==> config.mk <==
export PLATFORM = sky130hd
export DESIGN_NAME = card_cmd_issuer
export DESIGN_NICKNAME = d
export VERILOG_FILES = /design/src/rtl/card_cmd_issuer.sv
export SDC_FILE = /design/constraint.sdc
export NUM_CORES = 1
export LEC_CHECK = 0
export BUFFER_PORTS_ARGS = -buffer_cell sky130_fd_sc_hd__buf_2
export CAP_MARGIN = 15
export CELL_PAD_IN_SITES_DETAIL_PLACEMENT = 0
export CELL_PAD_IN_SITES_GLOBAL_PLACEMENT = 1
export CORE_MARGIN = 2
export CORE_UTILIZATION = 25
export CTS_CLUSTER_SIZE = 8
export DETAILED_ROUTE_END_ITERATION = 7
export HOLD_SLACK_MARGIN = 0.02
export PLACE_DENSITY = 0.51
export SLEW_MARGIN = 20
export SYNTH_ARGS = -nofsm -noshare
export SYNTH_HDL_FRONTEND = slang
export SYNTH_SLANG_ARGS = --single-unit
==> constraint.sdc <==
create_clock -name clk -period 2.96 [get_ports clk]
set_input_delay 0.148 -clock clk [delete_from_list [all_inputs] [get_ports clk]]
set_output_delay 0.148 -clock clk [all_outputs]
set_load 0.1 [all_outputs]
==> src/rtl/card_cmd_issuer.sv <==
module card_cmd_issuer #(
  parameter int POLL_LIMIT = 8,
  parameter logic [7:0] IDLE_CRC = 8'h95,
  parameter logic [7:0] FILL = 8'hFF
) (
  input  logic        clk,
  input  logic        rst_n,
  input  logic        start,
  input  logic [5:0]  cmd_idx,
  input  logic [31:0] cmd_arg,
  output logic        busy,
  output logic        done,
  output logic [7:0]  resp,
  output logic        no_resp,
  output logic        xchg_req,
  output logic [7:0]  xchg_tx,
  input  logic        xchg_ack,
  input  logic [7:0]  xchg_rx
);

  localparam int FRAME_LEN = 6;
  localparam int CW = $clog2((POLL_LIMIT > FRAME_LEN) ? POLL_LIMIT : FRAME_LEN) + 1;

  typedef enum logic [1:0] {S_IDLE, S_FRAME, S_POLL} state_t;

  state_t        st;
  logic [CW-1:0] cnt;
  logic [5:0]    idx_q;
  logic [31:0]   arg_q;
  logic [7:0]    frame_byte;

  always_comb begin
    case (cnt)
      CW'(0):  frame_byte = {2'b01, idx_q};
      CW'(1):  frame_byte = arg_q[31:24];
      CW'(2):  frame_byte = arg_q[23:16];
      CW'(3):  frame_byte = arg_q[15:8];
      CW'(4):  frame_byte = arg_q[7:0];
      default: frame_byte = (idx_q == 6'd0) ? IDLE_CRC : FILL;
    endcase
  end

  assign busy     = (st != S_IDLE);
  assign xchg_req = busy;
  assign xchg_tx  = (st == S_FRAME) ? frame_byte : FILL;

  always_ff @(posedge clk or negedge rst_n) begin
    if (!rst_n) begin
      st      <= S_IDLE;
      cnt     <= '0;
      idx_q   <= '0;
      arg_q   <= '0;
      done    <= 1'b0;
      resp    <= FILL;
      no_resp <= 1'b0;
    end else begin
      done <= 1'b0;
      case (st)
        S_IDLE: if (start) begin
          idx_q <= cmd_idx;
          arg_q <= cmd_arg;
          cnt   <= '0;
          st    <= S_FRAME;
        end
        S_FRAME: if (xchg_ack) begin
          if (cnt == CW'(FRAME_LEN - 1)) begin
            cnt <= '0;
            st  <= S_POLL;
          end else begin
            cnt <= cnt + 1'b1;
          end
        end
        S_POLL: if (xchg_ack) begin
          if (xchg_rx != FILL) begin
            resp    <= xchg_rx;
            no_resp <= 1'b0;
            done    <= 1'b1;
            st      <= S_IDLE;
          end else if (cnt == CW'(POLL_LIMIT - 1)) begin
            resp    <= FILL;
            no_resp <= 1'b1;
            done    <= 1'b1;
            st      <= S_IDLE;
          end else begin
            cnt <= cnt + 1'b1;
          end
        end
        default: st <= S_IDLE;
      endcase
    end
  end


  req_hold_chk: assert property (@(posedge clk) disable iff (!rst_n)
    (xchg_req && !xchg_ack) |=> (xchg_req && $stable(xchg_tx)));


  done_pulse_chk: assert property (@(posedge clk) disable iff (!rst_n)
    done |=> !done);


  done_after_ack_chk: assert property (@(posedge clk) disable iff (!rst_n)
    $rose(done) |-> ($past(xchg_ack) && !busy));


  timeout_val_chk: assert property (@(posedge clk) disable iff (!rst_n)
    (done && no_resp) |-> (resp == FILL));


  stop_after_resp_chk: assert property (@(posedge clk) disable iff (!rst_n)
    done |-> !xchg_req);

endmodule

# Yosys cells after proc, flatten, opt, wreduce, memory -nomap -nowiden
# Index checks and enable logic that the tools add are counted.
# word_totals
reg_bits	54
latch_bits	0
mem_bits_rw	0
mem_bits_ro	0
in_bits	50
out_inout_bits	20
wordCells	59
memories	0
# classes
n_addsub	1
mul	0
div_mod_pow	0
order_cmp	0
n_eq_ne	16
n_shift	0
muxes	25
bitwise_logic	0
reduce_logical	10
# ops
op	n
8-bit one-hot mux with 5 select lines	1
4-bit 2-to-1 mux	6
8-bit 2-to-1 mux	3
4-bit by 3-bit == test with 1-bit output, second input constant	3
2-bit 2-to-1 mux	6
4-bit one-hot mux with 3 select lines	1
2-bit inequality test, second input constant	5
4-bit by 2-bit == test with 1-bit output, second input constant	2
8-bit inequality test, second input constant	1
7-bit 2-to-1 mux	1
6-bit logical NOT	1
1-bit 2-to-1 mux	6
2-bit one-hot mux with 3 select lines	1
6-bit AND reduction	1
5-bit AND reduction	1
4-bit by 1-bit adder with 4-bit output, second input constant	1
4-bit by 1-bit == test with 1-bit output, second input constant	1
4-bit logical NOT	1
2-bit nonzero test	2
3-bit inequality test, second input constant	1
3-bit AND reduction	1
3-bit nonzero test	1
2-bit by 1-bit == test with 1-bit output, second input constant	1
2-bit == test, second input constant	1
other kinds (3)	3

# Depth between registers and ports, before layout
# logic_depth
depth_word	5
mapped_depth	7
depth_no_buf	6

# Least setup slack after synthesis
# OpenSTA, ideal clock, no wires.
# synth_timing
path_kind	reg2out
startpoint	register idx_q[1]
endpoint	output xchg_tx[1]
arrival_time_ns	2.241
setup_slack_ns	0.571
path_stages_with_launch	4
path_cell_list	dfrtp_1 or4_1 o32ai_1 nand4_1
# synth_via
elab_chain_len	4
# synth_lines
item	line_no	rtl
from (decl)	28	logic [5:0] idx_q;
from (signal assigned)	60	idx_q <= cmd_idx;
6-bit logical NOT	39	default: frame_byte = (idx_q == 6'd0) ? IDLE_CRC : FILL;
7-bit 2-to-1 mux	39	
8-bit one-hot mux with 5 select lines (*)	33	case (cnt)
8-bit 2-to-1 mux (*)	45	assign xchg_tx = (st == S_FRAME) ? frame_byte : FILL;
to (decl)	16	output logic [7:0] xchg_tx,
# Every way passes the cells marked *; elsewhere a longest branch is shown, timed or not.

# Worst setup path in the final report
# layout_timing
startpoint	register cnt[1]
endpoint	output xchg_tx[6]
# layout_via
elab_chain_len	3
word_cells_on_any_way	7
classes_between	eq/ne (4); mux (2); reduce/logical (1)
# layout_lines
item	line_no	rtl
from (decl)	27	logic [CW-1:0] cnt;
from (signal assigned)	70	cnt <= cnt + 1'b1;
from (signal assigned)	85	cnt <= cnt + 1'b1;
4-bit by 3-bit == test with 1-bit output, or another cell as far along	33	
8-bit one-hot mux with 5 select lines (*)	33	
8-bit 2-to-1 mux (*)	45	
# Marks and branches as above.

==> impl_metrics.py <==
metrics = {
    "place": {
        "dp_cells": 409,
        "placed_cell_area_um2": 3171,
        "portBuffers": 69,
        "place_ws_ns": 0.6883,
        "dpl.hpwl_um": 4788,
        "place_congestion": 0.7002,
    },
    "route": {
        "wl_um": 6514,
        "drc_errors": 0,
        "vias": 1915,
        "routed.top_layer": "met4",
        "post_drt_via_cell_ratio": 4.581,
        "routedWlPerCell_um": 15.58,
        "wl_met1_um": 3098,
        "wl_met3_um": 267,
        "drtPass1Iterations": 4,
        "drtIter0Drc": 57,
        "final_antenna_net_count": 0,
        "met2_length_um": 3057,
    },
    "grt": {
        "grt_max_degree": 39,
        "grt_pass1_wl_um": 10580,
        "antenna_found_initial": 0,
        "grt_pass1_vias": 1961,
        "overflow": 0,
        "groute.usage.overall": 0.1195,
    },
    "final_layout": {
        "layout.nets": 340,
        "most-common-layout-cells": "69 x buf_2, 46 x dfrtp_1, 38 x mux2_2, 11 x a22oi_1, 11 x nand4_1",
        "final_cells": 418,
        "synthToLayoutAreaGrowth_pct": 23.03,
        "final_common_cell": "buf_2",
        "antenna_cells": 0,
        "fin_area_um2": 3302,
        "drive_gt1_frac": 0.5071,
    },
    "clock_network": {
        "clk_latency_ns": 0.31,
        "cts.clk_slew.worst_paths_ns": 0.11,
        "clock-sinks": 54,
        "cts_tree": "done",
        "cts_root_buf": "clkbuf_8",
        "cts_buffers": 5,
        "cts_buffer_depth": 2,
        "cts_htree_levels": 2,
    },
    "sta": {
        "hold_viol": 0,
        "rsz0062_at_grt": "no",
        "slew_headroom": 0.5363,
        "report.final.slew_viol_count": 0,
        "worst_pin_slew_ns": 0.6955,
        "worst_slack_ns": 0.3091,
        "setup_viol": 0,
        "min_period_ns": 2.651,
        "period_share": 0.8956,
        "fin_tns_setup_ns": 0,
        "fmax_mhz": 377.2,
        "finClkSkew_ns": 0.01051,
    },
    "die": {
        "die_area_um2": 11580,
        "initial_utilization": 0.2588,
        "die_x_um": 107.6,
        "chipHeight_um": 107.6,
        "core_area_um2": 10370,
        "num_io_pins": 70,
        "std_cell_rows": 37,
    },
    "worst_hold_path": {
        "hold_path.class": "input pin to flip-flop",
        "min-delay-start": "cmd_arg[7]",
    },
    "critical_path": {
        "worst-endpoint-arrival_ns": 2.50,
        "startpoint": "cnt[1]$_DFFE_PN0P_",
        "required_ns": 2.81,
        "cp_max_fo": 5,
        "r2r_start": "st[1]$_DFFE_PN0P_",
        "cp-start-kind": "flip-flop",
        "endpoint_kind": "primary output",
        "path_class": "flip-flop to primary output",
    },
    "synth": {
        "yosysUniqueCellTypes": 40,
        "ys_seq_area_frac": 0.5072,
        "synth_area_per_cell_um2": 12.72,
        "synth_fp_nets": 270,
        "netlist_area_um2": 2684,
        "ys_seq_elements": 54,
        "ys_warn_count": 0,
        "netlist_instances": 211,
    },
    "power_and_ir_drop": {
        "p_leak_nw": 1.493,
        "clockPowerShare": 0.150,
        "swShare": 0.4738,
        "switching_power_mw": 1.683,
        "p_seq_frac": 0.342,
        "power_frac_comb": 0.508,
        "power_density_nw_per_um2": 1076,
        "max-vdd-ir-drop_mv": 0.5464,
        "power.internal_mw": 1.869,
    },
    "status": {
        "outcome": "completed",
    },
    "run": {
        "max_cap_violations": 0,
    },
}
==> final timing paths <==
path                                        endpoint  cells after the start  slack, ns
worst max-delay path                      xchg_tx[6]                      8       0.31
worst min-delay path            arg_q[7]$_DFFE_PN0P_                      2       0.05
worst max register to register    cnt[2]$_DFFE_PN0P_                      6       0.90
worst min register to register  arg_q[8]$_DFFE_PN0P_                      1       0.51
max in group asynchronous        resp[5]$_DFFE_PN1P_                      3       1.81
min in group asynchronous       arg_q[7]$_DFFE_PN0P_                      2       0.41
==> sequential cells by signal, indices dropped and copies added (netlist names) <==
name / flops
arg_q: 32
resp: 8
idx_q: 6
cnt: 4
st: 2
done: 1
no_resp: 1
==> power groups by stage <==
| stage | clock network, mW | logic (mW) | registers, mW |
|---|---|---|---|
| after floorplan | 0 | 1.44 | 1.22 |
| after global placement | 0 | 1.83 | 1.23 |
| after detailed placement | 0 | 1.82 | 1.23 |
| after CTS | 0.560 | 1.83 | 1.22 |
| after global routing | 0.590 | 1.94 | 1.25 |
| final | 0.534 | 1.81 | 1.21 |
==> Yosys cell counts <==
cell type	count	area share
buf_2	2	0.0037
o21ba_2	1	0.0037
o32ai_1	1	0.0033
mux2_1	1	0.0042
a222oi_1	1	0.0037
clkbuf_1	7	0.0098
buf_6	2	0.0084
dfrtp_1	46	0.43
a32o_1	1	0.0037
o211ai_1	1	0.0028
a221oi_1	3	0.0098
nor2_1	4	0.0056
or4_1	1	0.0028
nand3b_1	1	0.0028
mux2_2	38	0.16
nand3_1	4	0.0075
and3b_1	1	0.0033
nor2b_1	2	0.0047
mux2_4	9	0.050
nor3_1	2	0.0037
nand3_2	1	0.0037
buf_4	1	0.0028
or3_1	1	0.0023
and2_1	5	0.012
or4b_4	1	0.0051
o31ai_4	1	0.0079
a31oi_1	1	0.0023
inv_1	9	0.013
a22oi_1	11	0.031
o21ai_0	4	0.0075
nor2_8	1	0.0075
nand2_1	8	0.011
nor3b_1	1	0.0028
a21oi_1	4	0.0075
and3_1	4	0.0093
o311ai_1	1	0.0033
dfstp_2	8	0.078
nand4_1	11	0.026
ha_1	9	0.042
and3b_2	1	0.0037
==> timing repair <==
item	4_1_cts	5_1_grt
endpoints found under the setup margin	0	0
endpoints found under the hold margin	25	0
gates resized for setup	0	0
hold buffers	1	0
setup buffers	0	0
==> final cells by class <==
cell class | instances | area, um2
clock buffers | 6 | 82.58
clock inverters | 2 | 38.79
fillers | 1088 | 7068
inverters | 9 | 33.78
multi-input cells | 136 | 1222
flip-flops and latches | 54 | 1361
well taps | 136 | 170.2
repair buffers | 75 | 392.9
==> worst max-delay path: stages, from the launching register on <==
cell     delay, ns
dfrtp_1       0.40
inv_1         0.09
ha_1          0.24
or3_1         0.36
a21oi_1       0.22
o32ai_1       0.17
buf_4         0.17
nand3_1       0.10
buf_2         0.44
==> layer usage <==
metal  global-route usage  vias up
li1                     -      910
met1               0.1642      955
met2               0.1869       43
met3              0.02603        7
met4              0.03846        0
met5                    0        -
==> logic make-up (layout without fill, tap and decap cells) <==
logic type / count (synthesis) / count (layout) / synth area share
adders and majority gates: 9 / 9 / 0.04196
DFF: 54 / 54 / 0.5072
buffers and inverters: 21 / 92 / 0.03730
and+or+nand+nor: 49 / 49 / 0.1133
AOI/OAI and AO/OA: 30 / 30 / 0.08625
muxes: 48 / 48 / 0.2140
==> metrics by stage <==
stage	util	total power, mW	hold WS (ns)
finish	0.3184	3.553	0.05335
global route	0.3184	3.781	0.03593
CTS	0.3184	3.606	0.04120
detailed placement	0.3057	3.055	0.2389
global placement	0.3057	3.052	0.2394
floorplan	-	2.656	-0.1476
Power figures use the tool's default switching activity.
